===== config.mk =====
export PLATFORM = sky130hd
export DESIGN_NAME = sc_ctrl_decoder
export DESIGN_NICKNAME = d
export VERILOG_FILES = /design/src/rtl/sc_ctrl_pkg.sv /design/src/rtl/sc_opc_class.sv /design/src/rtl/sc_main_ctl.sv /design/src/rtl/sc_alu_ctl.sv /design/src/rtl/sc_ctrl_decoder.sv
export SDC_FILE = /design/constraint.sdc
export NUM_CORES = 1
export LEC_CHECK = 0
export ABC_CLOCK_PERIOD_IN_PS = 2550
export BUFFER_PORTS_ARGS = -buffer_cell sky130_fd_sc_hd__clkbuf_2
export CAP_MARGIN = 20
export CORE_AREA = 2 2 39 41
export DETAILED_ROUTE_END_ITERATION = 7
export DIE_AREA = 0 0 41 43
export PLACE_DENSITY = 0.53
export SLEW_MARGIN = 20
export SYNTH_ARGS = -nofsm -noshare
export SYNTH_HDL_FRONTEND = slang
export SYNTH_HIERARCHICAL = 1
export SYNTH_SLANG_ARGS = --single-unit
export TNS_END_PERCENT = 30

===== constraint.sdc =====
create_clock -name vclk -period 2.55
set_clock_uncertainty 0.2 [all_clocks]
set_input_delay 0.1275 -clock vclk [all_inputs]
set_output_delay 0.1275 -clock vclk [all_outputs]
set_load 0.02 [all_outputs]

===== src/rtl/sc_ctrl_pkg.sv =====
package sc_ctrl_pkg;

  localparam int OPC_W   = 6;
  localparam int FN_W    = 6;
  localparam int CODE_W  = 4;
  localparam int CLASS_W = 2;

  // opcode values the decoder recognises
  localparam logic [OPC_W-1:0] OPC_RREG  = 6'b000000;
  localparam logic [OPC_W-1:0] OPC_LOAD  = 6'b100011;
  localparam logic [OPC_W-1:0] OPC_STORE = 6'b101011;
  localparam logic [OPC_W-1:0] OPC_BEQ   = 6'b000100;
  localparam logic [OPC_W-1:0] OPC_JUMP  = 6'b000010;

  // function field values of the register class
  localparam logic [FN_W-1:0] FN_ADD = 6'b100000;
  localparam logic [FN_W-1:0] FN_SUB = 6'b100010;
  localparam logic [FN_W-1:0] FN_AND = 6'b100100;
  localparam logic [FN_W-1:0] FN_OR  = 6'b100101;
  localparam logic [FN_W-1:0] FN_SLT = 6'b101010;

  // operation class handed to the second stage
  localparam logic [CLASS_W-1:0] CLS_MEMADDR = 2'b00;
  localparam logic [CLASS_W-1:0] CLS_COMPARE = 2'b01;
  localparam logic [CLASS_W-1:0] CLS_FUNCT   = 2'b10;

  // arithmetic unit operation codes
  localparam logic [CODE_W-1:0] OP_AND = 4'b0000;
  localparam logic [CODE_W-1:0] OP_OR  = 4'b0001;
  localparam logic [CODE_W-1:0] OP_ADD = 4'b0010;
  localparam logic [CODE_W-1:0] OP_SUB = 4'b0110;
  localparam logic [CODE_W-1:0] OP_SLT = 4'b0111;

  // one-hot index of each instruction class
  typedef enum logic [2:0] {
    IC_RREG  = 3'd0,
    IC_LOAD  = 3'd1,
    IC_STORE = 3'd2,
    IC_BEQ   = 3'd3,
    IC_JUMP  = 3'd4
  } iclass_e;

  localparam int IC_N = 5;

  typedef struct packed {
    logic                dst_rd;
    logic                src_imm;
    logic                wb_mem;
    logic                reg_wr;
    logic                mem_rd;
    logic                mem_wr;
    logic                branch;
    logic                jump;
    logic [CLASS_W-1:0]  op_class;
  } ctl_t;

endpackage


===== src/rtl/sc_opc_class.sv =====
module sc_opc_class
  import sc_ctrl_pkg::*;
(
  input  logic [OPC_W-1:0] opcode_i,
  output logic [IC_N-1:0]  class_oh_o
);

  localparam logic [OPC_W-1:0] OPC_TAB [IC_N] =
    '{OPC_RREG, OPC_LOAD, OPC_STORE, OPC_BEQ, OPC_JUMP};

  for (genvar gi = 0; gi < IC_N; gi++) begin : g_match
    assign class_oh_o[gi] = (opcode_i == OPC_TAB[gi]);
  end

endmodule


===== src/rtl/sc_main_ctl.sv =====
module sc_main_ctl
  import sc_ctrl_pkg::*;
(
  input  logic [IC_N-1:0] class_oh_i,
  output ctl_t            ctl_o
);

  always_comb begin
    ctl_o = '0;
    ctl_o.op_class = CLS_MEMADDR;
    unique case (1'b1)
      class_oh_i[IC_RREG]: begin
        ctl_o.dst_rd   = 1'b1;
        ctl_o.reg_wr   = 1'b1;
        ctl_o.op_class = CLS_FUNCT;
      end
      class_oh_i[IC_LOAD]: begin
        ctl_o.src_imm = 1'b1;
        ctl_o.wb_mem  = 1'b1;
        ctl_o.reg_wr  = 1'b1;
        ctl_o.mem_rd  = 1'b1;
      end
      class_oh_i[IC_STORE]: begin
        ctl_o.src_imm = 1'b1;
        ctl_o.mem_wr  = 1'b1;
      end
      class_oh_i[IC_BEQ]: begin
        ctl_o.branch   = 1'b1;
        ctl_o.op_class = CLS_COMPARE;
      end
      class_oh_i[IC_JUMP]: begin
        ctl_o.jump = 1'b1;
      end
      default: ctl_o = '0;
    endcase
  end

endmodule


===== src/rtl/sc_alu_ctl.sv =====
module sc_alu_ctl
  import sc_ctrl_pkg::*;
(
  input  logic [CLASS_W-1:0] op_class_i,
  input  logic [FN_W-1:0]    funct_i,
  output logic [CODE_W-1:0]  code_o,
  output logic               funct_ok_o
);

  logic [CODE_W-1:0] fn_code;
  logic              fn_hit;

  always_comb begin
    fn_hit  = 1'b1;
    fn_code = OP_ADD;
    case (funct_i)
      FN_ADD:  fn_code = OP_ADD;
      FN_SUB:  fn_code = OP_SUB;
      FN_AND:  fn_code = OP_AND;
      FN_OR:   fn_code = OP_OR;
      FN_SLT:  fn_code = OP_SLT;
      default: fn_hit  = 1'b0;
    endcase
  end

  always_comb begin
    funct_ok_o = 1'b0;
    case (op_class_i)
      CLS_COMPARE: code_o = OP_SUB;
      CLS_FUNCT: begin
        code_o     = fn_code;
        funct_ok_o = fn_hit;
      end
      default:     code_o = OP_ADD;
    endcase
  end

endmodule


===== src/rtl/sc_ctrl_decoder.sv =====
module sc_ctrl_decoder
  import sc_ctrl_pkg::*;
(
  input  logic [5:0] opcode_i,
  input  logic [5:0] funct_i,
  output logic       dst_sel_rd_o,
  output logic       alu_src_imm_o,
  output logic       wb_from_mem_o,
  output logic       reg_wr_en_o,
  output logic       mem_rd_en_o,
  output logic       mem_wr_en_o,
  output logic       branch_eq_o,
  output logic       jump_o,
  output logic [1:0] alu_op_class_o,
  output logic [3:0] alu_code_o
);

  logic [IC_N-1:0]   class_oh;
  ctl_t              ctl;
  logic              funct_ok;
  logic [CODE_W-1:0] code;

  sc_opc_class u_class (
    .opcode_i   (opcode_i),
    .class_oh_o (class_oh)
  );

  sc_main_ctl u_main (
    .class_oh_i (class_oh),
    .ctl_o      (ctl)
  );

  sc_alu_ctl u_alu (
    .op_class_i (ctl.op_class),
    .funct_i    (funct_i),
    .code_o     (code),
    .funct_ok_o (funct_ok)
  );

  // an unrecognised function field in the register class is a bubble
  logic rreg_bad;
  assign rreg_bad = (ctl.op_class == CLS_FUNCT) && !funct_ok;

  assign dst_sel_rd_o   = ctl.dst_rd;
  assign alu_src_imm_o  = ctl.src_imm;
  assign wb_from_mem_o  = ctl.wb_mem;
  assign reg_wr_en_o    = ctl.reg_wr && !rreg_bad;
  assign mem_rd_en_o    = ctl.mem_rd;
  assign mem_wr_en_o    = ctl.mem_wr;
  assign branch_eq_o    = ctl.branch;
  assign jump_o         = ctl.jump;
  assign alu_op_class_o = ctl.op_class;
  assign alu_code_o     = code;

  // cross-module consistency checks between the main and operation stages
  always_comb begin
    a_r2_r3_mem_excl: assert (!(mem_rd_en_o && mem_wr_en_o))
      else $error("memory read and write both enabled");
    a_r7_mem_add: assert (!(mem_rd_en_o || mem_wr_en_o) || alu_code_o == OP_ADD)
      else $error("memory access without add code");
    a_r8_branch_sub: assert (!branch_eq_o || alu_code_o == OP_SUB)
      else $error("branch without subtract code");
    a_r5_jump_quiet: assert (!jump_o || !(reg_wr_en_o || mem_wr_en_o || mem_rd_en_o))
      else $error("jump with a state-changing enable");
    a_r6_onehot_action: assert ($onehot0({mem_rd_en_o, mem_wr_en_o, branch_eq_o, jump_o}))
      else $error("more than one action enable");
    a_r10_funct_gate: assert (!(reg_wr_en_o && alu_op_class_o == CLS_FUNCT) || funct_ok)
      else $error("register write with unknown function field");
    a_r2_wb_needs_read: assert (!wb_from_mem_o || mem_rd_en_o)
      else $error("memory write-back without memory read");
  end

endmodule


==> qor.csv <==
stage;metric;value;unit
timing;hold_viol_final;0;
grt;track_usage;8.69;%
final_layout;diodes;0;
final_layout;clkbuf_count;0;
logic_synthesis;synth_xor_area_share;0;%
routing;drt_iter0_drc;0;
worst_setup_path;cp_data_arrival_time;2.13;ns
run;maxCapViolations;0;
logic_synthesis;synth_area_per_cell;6.99;µm²
placement;hpwl;626;µm
logic_synthesis;synthTopCellsByArea;buf_4, ha_1, nand4bb_1;
final_layout;drive_gt1_share;59.7;%
timing;finalMaxSlewViolations;0;
placement;port_buffers;25;
clock_network;ctsHoldBuffers;0;
final_layout;nets;78;
power_and_ir_drop;clkPwrFrac;0;%
routing;vias;351;
logic_synthesis;yosys_warnings;6;
logic_synthesis;synth-compound-area-share;12.7;%
power_and_ir_drop;swShare;54.1;%
logic_synthesis;yosysMostFrequentCell;buf_4;
worst_setup_path;crit_path_start;opcode_i[0];
worst_setup_path;cp_top_family;simple AND/OR/NAND/NOR gates;
power_and_ir_drop;p_seq_share;0;%
logic_synthesis;synthCells;41;
worst_setup_path;critPathLaunchType;input pin;
timing;finalSetupViolations;0;
logic_synthesis;synth_common_cells;buf_4, nor3_1, inv_1;
power_and_ir_drop;peakVddDrop;0.0396;mV
worst_setup_path;critPathSlowestCell;or4b_4;
final_layout;layoutNonFillerInstCount;78;
logic_synthesis;synth_top_family_by_area;simple AND/OR/NAND/NOR gates;
floorplan;initial_core_util;20.7;%
power_and_ir_drop;combPwrFrac;100.0;%
logic_synthesis;synth.area.mux_share;0;%
routing;wire_per_inst;9.44;µm
worst_hold_path;hp-start;opcode_i[5];
timing;tns;0;ns
logic_synthesis;ys_types;24;
floorplan;die_width;41;µm
worst_setup_path;critPathMaxStageDelay;0.54;ns
logic_synthesis;yosys.area_share.simple;52.4;%
worst_setup_path;crit_type;input pin to output pin;
final_layout;area_growth_syn_to_layout;57.2;%
worst_hold_path;min_to;jump_o;
final_layout;final-seq-area;0;µm²
status;status;finished, final reports clean;
worst_hold_path;hp-class;input pin to output pin;
power_and_ir_drop;power.switching;18.6;µW
worst_setup_path;end_kind;output pin;
grt;gr-total-overflow;0;
final_layout;nFillCells;159;
placement;dp_cells;77;
final_layout;post-route-util;32.5;%
final_layout;design.seq.count;0;
timing;fmax;0.407;GHz
grt;antenna_found_initial;0;
power_and_ir_drop;internal-power;15.8;µW
power_and_ir_drop;leakagePower;0.201;nW
floorplan;rows;14;
floorplan;io_pins;26;
routing;totalWireLength;736;µm
worst_hold_path;holdPathStages;3;
logic_synthesis;synth_adder_area_share;8.73;%
power_and_ir_drop;powerDensity;76.4;mW/mm²
timing;min_period;2.46;ns
worst_setup_path;crit_required;2.22;ns
floorplan;die_h;43;µm
final_layout;design_area;450;µm²
grt;grt_pass1_vias;301;
worst_setup_path;crit_chain;clkbuf_2, or4_4, nor3b_2, inv_1, ha_4, or4b_4, o22ai_4, buf_4;
logic_synthesis;yosysTopAreaCell;buf_4;
routing;ant_nets;0;
timing;fin_hold_ws;0.363;ns
logic_synthesis;yosysSeqAreaShare;0;%
logic_synthesis;syn-num-nets;55;
placement;gp_congestion;0.627;
routing;dr.pass1.iters;1;
floorplan;coreArea;0.00138;mm²
worst_setup_path;path_max_fanout;4;
timing;rsz0062_at_grt;no;
logic_synthesis;syn_area;287;µm²
logic_synthesis;synth_top_area_share;18.3;%
final_layout;multiInputGateArea;254;µm²
grt;grt_pass1_wl;1.17;mm
timing;period_share;96.4;%
floorplan;fp.dieArea;0.00176;mm²
grt;grt_max_degree;7;
placement;place_area;435;µm²
routing;remaining_drc_errors;0;
routing;vias_per_cell;4.50;
worst_setup_path;path_buf_inv;3;
power by group through the flow:
stage               sequential [mW]  clock, mW  combinational, mW
detailed placement                0          0             0.0332
floorplan                         0          0             0.0176
global placement                  0          0             0.0331
global route                      0          0             0.0380
finish                            0          0             0.0344
CTS                               0          0             0.0333
metal layers:
layer	up-vias	track usage, %	share of wire [%]
li1	183	-	-
met1	146	12.7	43
met2	22	14.7	45
met3	0	0	13
met4	0	0	0
met5	-	0	0
cells by family (layout without fill, tap and decap cells):
logic type	Yosys count	in the layout
compound gates	5	5
other cells	1	1
fa+ha+maj	2	2
buf+inv	12	33
simple gates	21	21
worst max path at each step:
| stage | end | slack (ns) | cells after the start |
|---|---|---|---|
| 6_report | alu_code_o[2] | 0.09 | 8 |
| 5_1_grt | alu_code_o[2] | 0.01 | 8 |
| 4_1_cts | alu_code_o[2] | 0.05 | 8 |
| 3_5_place_dp | alu_code_o[2] | 0.06 | 8 |
| 3_3_place_gp | alu_code_o[2] | 0.08 | 8 |
| 2_1_floorplan | reg_wr_en_o | 0.08 | 8 |
stage by stage:
step	power (mW)	worst slack [ns]
2_1_floorplan	0.0176	0.0788
3_3_place_gp	0.0331	0.0822
3_5_place_dp	0.0332	0.0563
4_1_cts	0.0333	0.0531
5_1_grt	0.0380	0.0145
6_report	0.0344	0.0926
repair_timing:
item	in CTS	in global routing
buffers inserted	0	1
resized for setup	0	3
setup endpoints to repair	0	2
cell usage in the layout (no fill, tap or decap):
cell type / n
nor4_1: 1
nor2b_1: 2
nand3_1: 1
ha_1: 1
a211oi_1: 1
a21oi_1: 1
or3b_1: 1
or4b_4: 1
a2111oi_2: 1
or2_1: 2
buf_4: 6
nand2_1: 1
clkbuf_2: 24
ha_4: 1
a21boi_2: 1
nor4bb_1: 1
nand4bb_1: 2
conb_1: 1
nor2_1: 2
or4_4: 1
nor3_1: 4
o22ai_4: 1
nand3b_1: 1
inv_1: 3
nor3b_2: 1
layout make-up:
class              instances  area share, %
repair buffers            30           36.7
multi-input cells         29           56.4
well taps                 16           4.44
inverters                  3           2.50
(Power assumes the default switching activity.)
